===== config.mk =====
export PLATFORM = sky130hd
export DESIGN_NAME = dma_opreg_ctl
export DESIGN_NICKNAME = d
export VERILOG_FILES = /design/src/rtl/dma_opreg_pkg.sv /design/src/rtl/dma_flag_fsm.sv /design/src/rtl/dma_master_en.sv /design/src/rtl/dma_chan_gate.sv /design/src/rtl/dma_opreg_ctl.sv
export SDC_FILE = /design/constraint.sdc
export NUM_CORES = 1
export LEC_CHECK = 0
export BUFFER_PORTS_ARGS = -buffer_cell sky130_fd_sc_hd__buf_2
export CAP_MARGIN = 20
export CORE_AREA = 10 10 47 49
export CTS_BUF_LIST = sky130_fd_sc_hd__clkbuf_16
export CTS_CLUSTER_DIAMETER = 80
export CTS_CLUSTER_SIZE = 28
export DETAILED_ROUTE_END_ITERATION = 8
export DIE_AREA = 0 0 57 59
export PLACE_DENSITY_LB_ADDON = 0.15
export SLEW_MARGIN = 20
export SYNTH_ARGS = -nofsm -noshare
export SYNTH_HDL_FRONTEND = slang
export SYNTH_SLANG_ARGS = --single-unit

===== constraint.sdc =====
create_clock -name clk -period 1.1 [get_ports clk]
set_input_delay 0 -clock clk [delete_from_list [all_inputs] [get_ports clk]]
set_output_delay 0 -clock clk [all_outputs]
set_load 0.02 [all_outputs]

===== src/rtl/dma_opreg_pkg.sv =====
package dma_opreg_pkg;
    localparam int REG_W    = 3;
    localparam int BIT_DME  = 0;
    localparam int BIT_NMIF = 1;
    localparam int BIT_AE   = 2;

    typedef enum logic [1:0] {
        FLG_CLEAR   = 2'd0,
        FLG_PENDING = 2'd1,
        FLG_ARMED   = 2'd2
    } flag_state_e;

    typedef enum logic {
        DME_OFF = 1'b0,
        DME_ON  = 1'b1
    } dme_state_e;
endpackage


===== src/rtl/dma_flag_fsm.sv =====
module dma_flag_fsm
    import dma_opreg_pkg::*;
(
    input  logic clk,
    input  logic rst_n,
    input  logic standby_i,
    input  logic hw_set_i,
    input  logic rd_i,
    input  logic wr_i,
    input  logic wr_bit_i,
    output logic flag_o,
    output logic armed_o
);
    flag_state_e state_q, state_d;

    // state register
    always_ff @(posedge clk or negedge rst_n) begin
        if (!rst_n) state_q <= FLG_CLEAR;
        else        state_q <= state_d;
    end

    // next state: standby, then set, then clear, then arm
    always_comb begin
        state_d = state_q;
        if (standby_i) begin
            state_d = FLG_CLEAR;
        end else if (hw_set_i) begin
            state_d = FLG_PENDING;
        end else begin
            unique case (state_q)
                FLG_CLEAR:   state_d = FLG_CLEAR;
                FLG_PENDING: if (rd_i) state_d = FLG_ARMED;
                FLG_ARMED:   if (wr_i && !wr_bit_i) state_d = FLG_CLEAR;
                default:     state_d = FLG_CLEAR;
            endcase
        end
    end

    // outputs
    always_comb begin
        flag_o  = 1'b0;
        armed_o = 1'b0;
        unique case (state_q)
            FLG_CLEAR:   ;
            FLG_PENDING: flag_o = 1'b1;
            FLG_ARMED: begin
                flag_o  = 1'b1;
                armed_o = 1'b1;
            end
            default:     ;
        endcase
    end
endmodule


===== src/rtl/dma_master_en.sv =====
module dma_master_en
    import dma_opreg_pkg::*;
(
    input  logic clk,
    input  logic rst_n,
    input  logic standby_i,
    input  logic wr_i,
    input  logic wr_bit_i,
    output logic dme_o,
    output logic abort_o
);
    dme_state_e state_q, state_d;
    logic       abort_q;

    // state register and abort pulse
    always_ff @(posedge clk or negedge rst_n) begin
        if (!rst_n) begin
            state_q <= DME_OFF;
            abort_q <= 1'b0;
        end else begin
            state_q <= state_d;
            abort_q <= (state_q == DME_ON) && (state_d == DME_OFF);
        end
    end

    always_comb begin
        state_d = state_q;
        if (standby_i) begin
            state_d = DME_OFF;
        end else begin
            unique case (state_q)
                DME_OFF: if (wr_i && wr_bit_i)  state_d = DME_ON;
                DME_ON:  if (wr_i && !wr_bit_i) state_d = DME_OFF;
                default: state_d = DME_OFF;
            endcase
        end
    end

    always_comb begin
        dme_o   = (state_q == DME_ON);
        abort_o = abort_q;
    end
endmodule


===== src/rtl/dma_chan_gate.sv =====
module dma_chan_gate (
    input  logic go_i,
    input  logic de_i,
    input  logic te_i,
    output logic en_o
);
    always_comb en_o = go_i & de_i & ~te_i;
endmodule


===== src/rtl/dma_opreg_ctl.sv =====
module dma_opreg_ctl
    import dma_opreg_pkg::*;
#(
    parameter int NUM_CH = 4
) (
    input  logic              clk,
    input  logic              rst_n,
    input  logic              standby_i,
    input  logic              rd_stb_i,
    input  logic              wr_stb_i,
    input  logic [REG_W-1:0]  wr_data_i,
    output logic [REG_W-1:0]  rd_data_o,
    input  logic              addr_err_i,
    input  logic              nmi_i,
    input  logic [NUM_CH-1:0] ch_de_i,
    input  logic [NUM_CH-1:0] ch_te_i,
    output logic [NUM_CH-1:0] ch_en_o,
    output logic              abort_o
);
    logic ae_flag, ae_armed, nmi_flag, nmi_armed, dme;
    logic go;

    dma_flag_fsm u_ae (
        .clk(clk), .rst_n(rst_n), .standby_i(standby_i),
        .hw_set_i(addr_err_i), .rd_i(rd_stb_i), .wr_i(wr_stb_i),
        .wr_bit_i(wr_data_i[BIT_AE]), .flag_o(ae_flag), .armed_o(ae_armed)
    );

    dma_flag_fsm u_nmi (
        .clk(clk), .rst_n(rst_n), .standby_i(standby_i),
        .hw_set_i(nmi_i), .rd_i(rd_stb_i), .wr_i(wr_stb_i),
        .wr_bit_i(wr_data_i[BIT_NMIF]), .flag_o(nmi_flag), .armed_o(nmi_armed)
    );

    dma_master_en u_dme (
        .clk(clk), .rst_n(rst_n), .standby_i(standby_i),
        .wr_i(wr_stb_i), .wr_bit_i(wr_data_i[BIT_DME]),
        .dme_o(dme), .abort_o(abort_o)
    );

    always_comb begin
        rd_data_o           = '0;
        rd_data_o[BIT_DME]  = dme;
        rd_data_o[BIT_NMIF] = nmi_flag;
        rd_data_o[BIT_AE]   = ae_flag;
        go                  = dme & ~ae_flag & ~nmi_flag;
    end

    for (genvar k = 0; k < NUM_CH; k++) begin : g_ch
        dma_chan_gate u_gate (
            .go_i(go), .de_i(ch_de_i[k]), .te_i(ch_te_i[k]), .en_o(ch_en_o[k])
        );
    end
endmodule


# Yosys cells after proc, flatten, opt, wreduce, memory -nomap -nowiden

Index checks and enable logic that the tools add are counted.

Register bits: 6
Bits of input ports: 18
Output and inout bits: 8
Word-level logic and storage cells: 57

Equal/unequal tests: 8
Muxes and demuxes: 15
Bitwise operators: 18
Reductions and logical operators: 12

Operators by type and width:

| operator           | count |
|---|---|
| $mux 2             | 7 |
| $and 1x1->1        | 10 |
| $ne 4x3->1 const B | 2 |
| $ne 4x4->1 const B | 2 |
| $not 1->1          | 8 |
| $pmux 2 s2         | 2 |
| $logic_and 1x1->1  | 5 |
| $mux 1             | 5 |
| $eq 2x1->1 const B | 2 |
| $eq 2x2->1 const B | 2 |
| $reduce_and 2->1   | 2 |
| $reduce_or 2->1    | 2 |
| $logic_not 1->1    | 3 |
| $pmux 1 s2         | 1 |

# Depth between registers and ports, before layout

Gate-level depths: netlist of the first run.

Word-level depth: 8
Mapped depth: 5
Gate-level depth less buffers: 4

# Hierarchy

A second synthesis of the first run with hierarchy kept.

Cell total of the unflattened synthesis: 46
Area, all modules: 470.5 um^2

By module, submodules not included:

| module        | instances | cells each | area each (um^2) | seq. area each (um^2) |
|---|---|---|---|---|
| dma_flag_fsm  | 2         | 16         | 161.4            | 50.0 |
| dma_master_en | 1         | 6          | 77.6             | 50.0 |
| dma_chan_gate | 4         | 1          | 8.8              | 0.0 |
| dma_opreg_ctl | 1         | 4          | 35.0             | 0.0 |

# Least setup slack after synthesis of the first run

No wires, ideal clock.

Kind: reg2out
Start point: reg u_ae.state_q[0]
End point: out ch_en_o[0]
Arrival: 1.139 ns
Slack: -0.039 ns
Cell stages (with the launch flop): 6
Path buffers: 1
Cell sequence: dfrtp_1 -> inv_1 -> ha_1 -> nand3_1 -> nor3b_1 -> buf_4

Word-level cells in the longest chain between the ends: 8
Elaborated cells on any way between the ends: 9

Ends and longest elaborated chain:

| what                                     | line                | source |
|---|---|---|
| start: declaration                       | dma_flag_fsm.sv:14  | `flag_state_e state_q, state_d;` |
| start signal: assignment                 | dma_flag_fsm.sv:19  | `else state_q <= state_d;` |
| $eq 2x1->1 or $eq 2x2->1 (tied branches) | dma_flag_fsm.sv:43  | `unique case (state_q)` |
| $reduce_or 2->1 (no line) (*)            | --                  |  |
| $mux 1 (*)                               | dma_flag_fsm.sv:43  |  |
| $not 1->1 (*)                            | dma_opreg_ctl.sv:46 | `go = dme & ~ae_flag & ~nmi_flag;` |
| $and 1x1->1 (*) (2 in a row)             | dma_opreg_ctl.sv:46 |  |
| $and 1x1->1 (*) (2 in a row)             | dma_chan_gate.sv:7  | `always_comb en_o = go_i & de_i & ~te_i;` |
| end: declaration                         | dma_opreg_ctl.sv:17 | `output logic [NUM_CH-1:0] ch_en_o,` |

Every way passes the cells marked *; elsewhere a longest branch is shown, timed or not.

# Worst setup path after layout of the first run

Start point: reg u_nmi.state_q[1]
End point: out ch_en_o[0]

Word-level cells in the longest chain between the ends: 7
Elaborated cells on any way between the ends: 8

Ends and longest elaborated chain:

| what                                     | line |
|---|---|
| start: declaration                       | dma_flag_fsm.sv:14 |
| start signal: assignment                 | dma_flag_fsm.sv:19 |
| $eq 2x1->1 or $eq 2x2->1 (tied branches) | dma_flag_fsm.sv:43 |
| $reduce_or 2->1 (no line) (*)            | -- |
| $mux 1 (*)                               | dma_flag_fsm.sv:43 |
| $not 1->1 (*)                            | dma_opreg_ctl.sv:46 |
| $and 1x1->1 (*)                          | dma_opreg_ctl.sv:46 |
| $and 1x1->1 (*) (2 in a row)             | dma_chan_gate.sv:7 |

Marks and branches as above.

==> impl_summary.txt, run 1 <==
----------------------------------------------------
[Pwr]
  Leak Pwr ... 0.381 nW
  Peak supply drop ... 0.00139 V
  Pwr/cell area ... 1270 nW/um^2
  Overall power of the completed layout ... 0.999 mW

[Hold path]
  Hold/Removal Path Class ... input port to flip-flop

[Synthesis]
  Synthesized-area fraction occupied by xor and xnor cells ... 0%
  Fraction of the mapped netlist area in adder cells ... 11.0%
  Post-Synth Simple-Gate Area ... 18.1%
  Area fraction in compound gates after synthesis ... 18.6%
  Total nets after synthesis ... 71
  Flip-flop and latch count after synthesis ... 6
  Number of warning messages in the yosys log ... 0
  Mean post-synth cell area ... 9.32 sq um
  Largest family of logic cells by synthesized area ... compound AO/OA/AOI/OAI gates
  Yosys cell types ... 15
  Gate count after technology mapping ... 49
  Post-Synthesis Cell Area ... 457 sq um
  Fraction of synthesized area in multiplexers ... 2.19%
  Seq/Total Area, Yosys ... 32.9%

[STA]
  Final setup skew ... 0.00168 ns
  Hold violation total from the final report ... 0
  Final clock period utilization by the worst path ... 124%
  RSZ-0062 raised after global routing ... true
  Clock period minus worst slack ... 1.36 ns
  Slew HR ... 84.7%
  Worst slew pin tran ... 0.228 ns
  Slack of the critical path ... -0.260 ns
  Endpoints failing setup ... 9
  Max Freq ... 0.735 GHz
  Number of pins exceeding their max-slew limit in the final report ... 0

[Final layout]
  Count of placed standard cells in the final layout, fillers left out ... 95
  Layout overhead on the synthesized area ... 72.9%
  Final Cell Area ... 790 sq um
  Fraction of final layout cells sized beyond drive strength 1 ... 64.6%
  Count of nets after finishing ... 103
  Most frequent standard cell in the layout excluding fill and tap cells ... sky130_fd_sc_hd__buf_2
  Utilization after layout ... 56.3%
  Antenna diode count ... 0
  Commonest cells after routing, fill and taps aside ... sky130_fd_sc_hd__buf_2 (19), sky130_fd_sc_hd__buf_4 (10), sky130_fd_sc_hd__dfrtp_1 (6)

[Place]
  IO buf count ... 25
  Gp weighted congestion ... 0.745
  Dpl hpwl ... 1030 um
  Post-Place Cell Area ... 637 sq um
  Cell total after placement ... 87

[Global route]
  GRT Total Usage ... 7.95%
  Global-route wire length before repair ... 2050 um
  Overflow left after global routing ... 0
  Antenna violations before repair ... 0
  Maximum number of pins on one net before global-route repair ... 7
  Vias in the first global route ... 488

[Clock network]
  CTS root buffer ... sky130_fd_sc_hd__clkbuf_16
  CTS clock-pin slew for the worst setup and hold paths ... 0.03 ns
  Number of clock buffers inserted by TritonCTS ... 3
  Clk sinks ... 6
  TritonCTS clock tree ... yes
  CTS H-Tree Depth ... 1
  Longest Clk Path Bufs ... 2
  Clock insertion delay at the later pin of the skew report ... 0.23 ns

[Worst setup path]
  Data arrival time of the critical path ... 1.36 ns
  Chain of cells forming the critical path ... ha_4, nand3_4, nor3b_2, buf_4
  Slowest Stage Delay on Critical Path ... 0.40 ns
  Worst Path Class, Setup ... flip-flop to output port
  Worst setup EP type ... output port
  Critical path launch point type ... flip-flop
  Req. time, crit path ... 1.10 ns
  WP buf/inv ... 1
  Maximum net fanout on the critical path ... 4
  Slowest cell on the critical path ... sky130_fd_sc_hd__dfrtp_1
  Family with the most delay on the worst path ... flip-flops

[Route]
  First-pass iteration count of the detailed router ... 4
  Antenna-violating nets left ... 0
  Post-route DRC ... 0
  Mean number of vias per cell ... 4.73
  Average wire length per cell after detail routing ... 13.7 um
  Total wirelength of the detailed-routed design ... 1300 um
  Iteration-0 DRC count of the detailed router ... 5
  Total number of vias ... 449

[Floorplan]
  IO Pins ... 26
  Site row count ... 14
  Std-Cell Core Area ... 1400 sq um
  Die Footprint ... 3360 sq um
  Height of the die ... 59 um
  Initial cell density of the core ... 32.6%
  Die span in x ... 57 um

[Status]
  Failing checks ... negative setup slack
  Outcome ... finished, violations left

[Job]
  Max capacitance violation total ... 0

----------------------------------------------------
## registers in the layout, indices dropped and copies added (netlist names)
register	count
u_ae.state_q	2
u_nmi.state_q	2
u_dme.abort_o	1
u_dme.dme_o	1
## through the flow
stage | hold slack, ns | setup TNS (ns) | setup WS [ns]
final | 0.0343 | -1.32 | -0.260
after global routing | 0.0455 | -1.87 | -0.315
after CTS | 0.0273 | -1.04 | -0.258
after detailed placement | -0.167 | -0.0975 | -0.0431
after global placement | -0.162 | -0.0917 | -0.0330
after floorplan | -0.296 | -0.00172 | -0.00172
## worst reg2reg max path, stage by stage (launching register included)
cell                      delay (ns)
sky130_fd_sc_hd__dfrtp_1        0.40
sky130_fd_sc_hd__buf_4          0.15
sky130_fd_sc_hd__buf_6          0.10
sky130_fd_sc_hd__inv_1          0.04
sky130_fd_sc_hd__ha_2           0.17
sky130_fd_sc_hd__a31oi_1        0.07
sky130_fd_sc_hd__o22ai_1        0.15
## area by class of cell
type,count,area (sq um)
clock buffers,3,75.1
fillers,125,612
inverters,7,26.3
multi-input cells,29,293
flip-flops and latches,6,150
well taps,16,20.0
repair buffers,34,225
## cells in the mapped netlist
master	number	area, sq um
sky130_fd_sc_hd__nor2_1	3	11.3
sky130_fd_sc_hd__nand2b_1	2	12.5
sky130_fd_sc_hd__a31oi_1	4	25.0
sky130_fd_sc_hd__nand3_1	3	15.0
sky130_fd_sc_hd__mux2i_1	1	10.0
sky130_fd_sc_hd__ha_1	4	50.1
sky130_fd_sc_hd__buf_4	7	52.6
sky130_fd_sc_hd__nand2_1	2	7.51
sky130_fd_sc_hd__o21a_1	1	7.51
sky130_fd_sc_hd__o2bb2a_4	2	40.0
sky130_fd_sc_hd__nor2b_1	1	6.26
sky130_fd_sc_hd__nor3b_1	4	30.0
sky130_fd_sc_hd__inv_1	7	26.3
sky130_fd_sc_hd__dfrtp_1	6	150
sky130_fd_sc_hd__o22ai_1	2	12.5
## final timing paths
path	start	endpoint	slack, ns	cells after the start
worst max register to register	u_nmi.state_q[1]$_DFFE_PN0P_	u_nmi.state_q[0]$_DFFE_PN0P_	-0.08	6
min in group asynchronous	rst_n	u_nmi.state_q[1]$_DFFE_PN0P_	0.13	2
max in group asynchronous	rst_n	u_dme.abort_o$_DFF_PN0_	0.82	2
worst min register to register	u_nmi.state_q[0]$_DFFE_PN0P_	u_nmi.state_q[0]$_DFFE_PN0P_	0.57	2
worst max-delay path	u_nmi.state_q[1]$_DFFE_PN0P_	ch_en_o[0]	-0.26	4
worst min-delay path	standby_i	u_dme.dme_o$_DFF_PN0_	0.03	2
## kinds of logic after synthesis
logic type                 Yosys count
and+or+nand+nor                     15
buffers and inverters               14
AOI/OAI and AO/OA                    9
DFF                                  6
adders and majority gates            4
muxes                                1
## timing repair
item,4_1_cts,5_1_grt
endpoints found under the setup margin,6,10
pin swaps,4,3
hold buffers,1,0
resized for setup,9,6
endpoints found under the hold margin,6,0
setup buffers,1,3
## report_power, final
| part | internal (mW) | switching (mW) |
|---|---|---|
| clock network | 0.466 | 0.122 |
| logic | 0.0893 | 0.0817 |
| registers | 0.232 | 0.00831 |
| total | 0.787 | 0.212 |
## per-layer routing
metal / vias up / wire length (um) / global-route usage [%]
li1: 221 / - / -
met1: 201 / 551 / 7.48
met2: 25 / 521 / 11.8
met3: 2 / 204 / 7.73
met4: 0 / 21 / 3.02
met5: - / 0 / 0
Power figures use the tool's default switching activity.
==> run 2: changes to the inputs <==
--- a/config.mk
+++ b/config.mk
@@ -13,6 +13,7 @@
 export CTS_CLUSTER_SIZE = 28
 export DETAILED_ROUTE_END_ITERATION = 8
 export DIE_AREA = 0 0 57 59
+export MAX_ROUTING_LAYER = met4
 export PLACE_DENSITY_LB_ADDON = 0.15
 export SLEW_MARGIN = 20
 export SYNTH_ARGS = -nofsm -noshare
==> impl_summary.txt, run 2 (same netlist as run 1, synthesis figures left out) <==
----------------------------------------------------
[Place]
  Gp weighted congestion ... 0.755 (+1.3%)
  Post-Place Cell Area ... 637 sq um (unchanged)
  Dpl hpwl ... 1030 um (unchanged)
  IO buf count ... 25 (unchanged)
  Cell total after placement ... 87 (unchanged)
  Setup Slack @ Placement ... -0.0431 ns (unchanged)

[Final layout]
  Fill cell instance count of the final layout ... 125 (unchanged)
  Layout overhead on the synthesized area ... 72.9% (unchanged)
  Utilization after layout ... 56.3% (unchanged)
  Count of placed standard cells in the final layout, fillers left out ... 95 (unchanged)
  Commonest cells after routing, fill and taps aside ... sky130_fd_sc_hd__buf_2 (19), sky130_fd_sc_hd__buf_4 (10), sky130_fd_sc_hd__dfrtp_1 (6)
  Fraction of final layout cells sized beyond drive strength 1 ... 64.6% (unchanged)
  Biggest regs ... u_ae.state_q x2, u_nmi.state_q x2
  Antenna diode count ... 0 (unchanged)
  Final Cell Area ... 790 sq um (unchanged)
  Count of nets after finishing ... 103 (unchanged)
  Most frequent standard cell in the layout excluding fill and tap cells ... sky130_fd_sc_hd__buf_2

[Pwr]
  Leak Pwr ... 0.381 nW (unchanged)
  Peak supply drop ... 0.00139 V (about the same)
  Combinational share of power ... 17.1% (about the same)
  Pwr/cell area ... 1270 nW/um^2 (about the same)
  Overall power of the completed layout ... 0.999 mW (about the same)
  Net switching power ... 0.212 mW (-0.17%)
  Clk pwr share ... 58.9% (about the same)
  Power Internal ... 0.787 mW (about the same)
  Switching share of power ... 21.2% (-0.029 points)
  Sequential cell fraction of total power ... 24.0% (about the same)

[Worst setup path]
  Critical path launch point type ... flip-flop
  Maximum net fanout on the critical path ... 4 (unchanged)
  Worst Path Class, Setup ... flip-flop to output port
  Data arrival time of the critical path ... 1.36 ns (about the same)
  Slowest cell on the critical path ... sky130_fd_sc_hd__dfrtp_1
  Slowest Stage Delay on Critical Path ... 0.40 ns (about the same)
  Req. time, crit path ... 1.10 ns (about the same)
  Family with the most delay on the worst path ... flip-flops
  Chain of cells forming the critical path ... ha_4, nand3_4, nor3b_2, buf_4
  WP buf/inv ... 1 (unchanged)
  Worst setup EP type ... output port

[STA]
  Minimum hold slack ... 0.0346 ns (+0.000309 ns)
  RSZ-0062 raised after global routing ... true
  Final setup skew ... 0.00169 ns (+0.00000777 ns)
  Worst slew pin tran ... 0.228 ns (+0.00000119 ns)
  Endpoints failing setup ... 9 (unchanged)
  Max Freq ... 0.736 GHz (+0.16%)
  Clock period minus worst slack ... 1.36 ns (-0.00211 ns)
  Number of pins exceeding their max-slew limit in the final report ... 0 (unchanged)
  Slew HR ... 84.7% (about the same)
  Final clock period utilization by the worst path ... 123% (-0.19 points)
  Slack of the critical path ... -0.258 ns (+0.00211 ns)
  Hold violation total from the final report ... 0 (unchanged)
  Accumulated negative setup slack ... -1.32 ns (+0.00189 ns)

[Global route]
  GRT Total Usage ... 8.18% (+0.22 points)
  Overflow left after global routing ... 0 (unchanged)
  Antenna violations before repair ... 0 (unchanged)
  Global-route wire length before repair ... 2050 um (unchanged)
  Vias in the first global route ... 488 (unchanged)
  Maximum number of pins on one net before global-route repair ... 7 (unchanged)

[Route]
  Total wirelength of the detailed-routed design ... 1290 um (-0.46%)
  Mean number of vias per cell ... 4.77 (+0.89%)
  Post-route DRC ... 0 (unchanged)
  Average wire length per cell after detail routing ... 13.6 um (-0.46%)
  Antenna-violating nets left ... 0 (unchanged)
  First-pass iteration count of the detailed router ... 3 (-1)
  Iteration-0 DRC count of the detailed router ... 5 (unchanged)
  Total number of vias ... 453 (+0.89%)

[Clock network]
  CTS H-Tree Depth ... 1 (unchanged)
  Clock insertion delay at the later pin of the skew report ... 0.23 ns (about the same)
  CTS root buffer ... sky130_fd_sc_hd__clkbuf_16
  TritonCTS clock tree ... yes
  Longest Clk Path Bufs ... 2 (unchanged)
  CTS clock-pin slew for the worst setup and hold paths ... 0.03 ns (about the same)
  Clk sinks ... 6 (unchanged)
  Number of clock buffers inserted by TritonCTS ... 3 (unchanged)

[Floorplan]
  Std-Cell Core Area ... 1400 sq um (unchanged)
  Height of the die ... 59 um (unchanged)
  Die span in x ... 57 um (unchanged)
  Site row count ... 14 (unchanged)
  Die Footprint ... 3360 sq um (unchanged)
  IO Pins ... 26 (unchanged)
  Initial cell density of the core ... 32.6% (unchanged)

[Hold path]
  Hold/Removal Path Class ... input port to flip-flop

[Status]
  Outcome ... finished, violations left
  Failing checks ... negative setup slack

[Job]
  Max capacitance violation total ... 0 (unchanged)

----------------------------------------------------
[run 2: cell counts in the layout (fill, tap and decap cells not counted)]
No cell type changed its count.
[run 2: final cells by class]
| class | instances | area [sq um] | area share (%) |
|---|---|---|---|
| Inverter | 7 | 26.3 | 3.33 |
| Timing Repair Buffer | 34 | 225 | 28.5 |
| Clock buffer | 3 | 75.1 | 9.51 |
| Tap cell | 16 | 20.0 | 2.54 |
| Sequential cell | 6 | 150 | 19.0 |
| Multi-Input combinational cell | 29 | 293 | 37.1 |
[run 2: metal layers]
layer | wire length [um] | share of wire (%) | global-route usage, %
met1 | 620 | 48 | 8.69
met2 | 525 | 41 | 11.8
met3 | 127 | 9.8 | 5.58
met4 | 21 | 1.6 | 3.02
met5 | 0 | 0 | -
[run 2: worst reg2reg max path, stage by stage, from the launching register on]
cell                      delay (ns)
sky130_fd_sc_hd__dfrtp_1        0.40
sky130_fd_sc_hd__buf_4          0.15
sky130_fd_sc_hd__buf_6          0.10
sky130_fd_sc_hd__inv_1          0.04
sky130_fd_sc_hd__ha_2           0.17
sky130_fd_sc_hd__a31oi_1        0.07
sky130_fd_sc_hd__o22ai_1        0.15
[run 2: power by group through the flow]
stage               logic [mW]  registers [mW]  clock network [mW]
finish                   0.171           0.240               0.588
global route             0.188           0.241               0.610
CTS                      0.163           0.240               0.598
detailed placement       0.147           0.243                   0
global placement         0.146           0.242                   0
floorplan               0.0880           0.245                   0
[run 2: path summary, 6_finish.rpt]
path	slack [ns]	depth (start not counted)	to	startpoint
max	-0.26	4	ch_en_o[0]	u_nmi.state_q[1]$_DFFE_PN0P_
min	0.03	2	u_dme.dme_o$_DFF_PN0_	standby_i
max reg2reg	-0.08	6	u_nmi.state_q[0]$_DFFE_PN0P_	u_nmi.state_q[1]$_DFFE_PN0P_
min reg2reg	0.57	2	u_nmi.state_q[0]$_DFFE_PN0P_	u_nmi.state_q[0]$_DFFE_PN0P_
max in group asynchronous	0.82	2	u_dme.abort_o$_DFF_PN0_	rst_n
min in group asynchronous	0.13	2	u_nmi.state_q[1]$_DFFE_PN0P_	rst_n
[run 2: what timing repair did]
item / in CTS / in global routing
hold buffers: 1 / 0
buffers inserted: 1 / 3
pin swaps: 4 / 3
gates resized for setup: 9 / 6
setup endpoints to repair: 6 / 10
endpoints found under the hold margin: 6 / 0
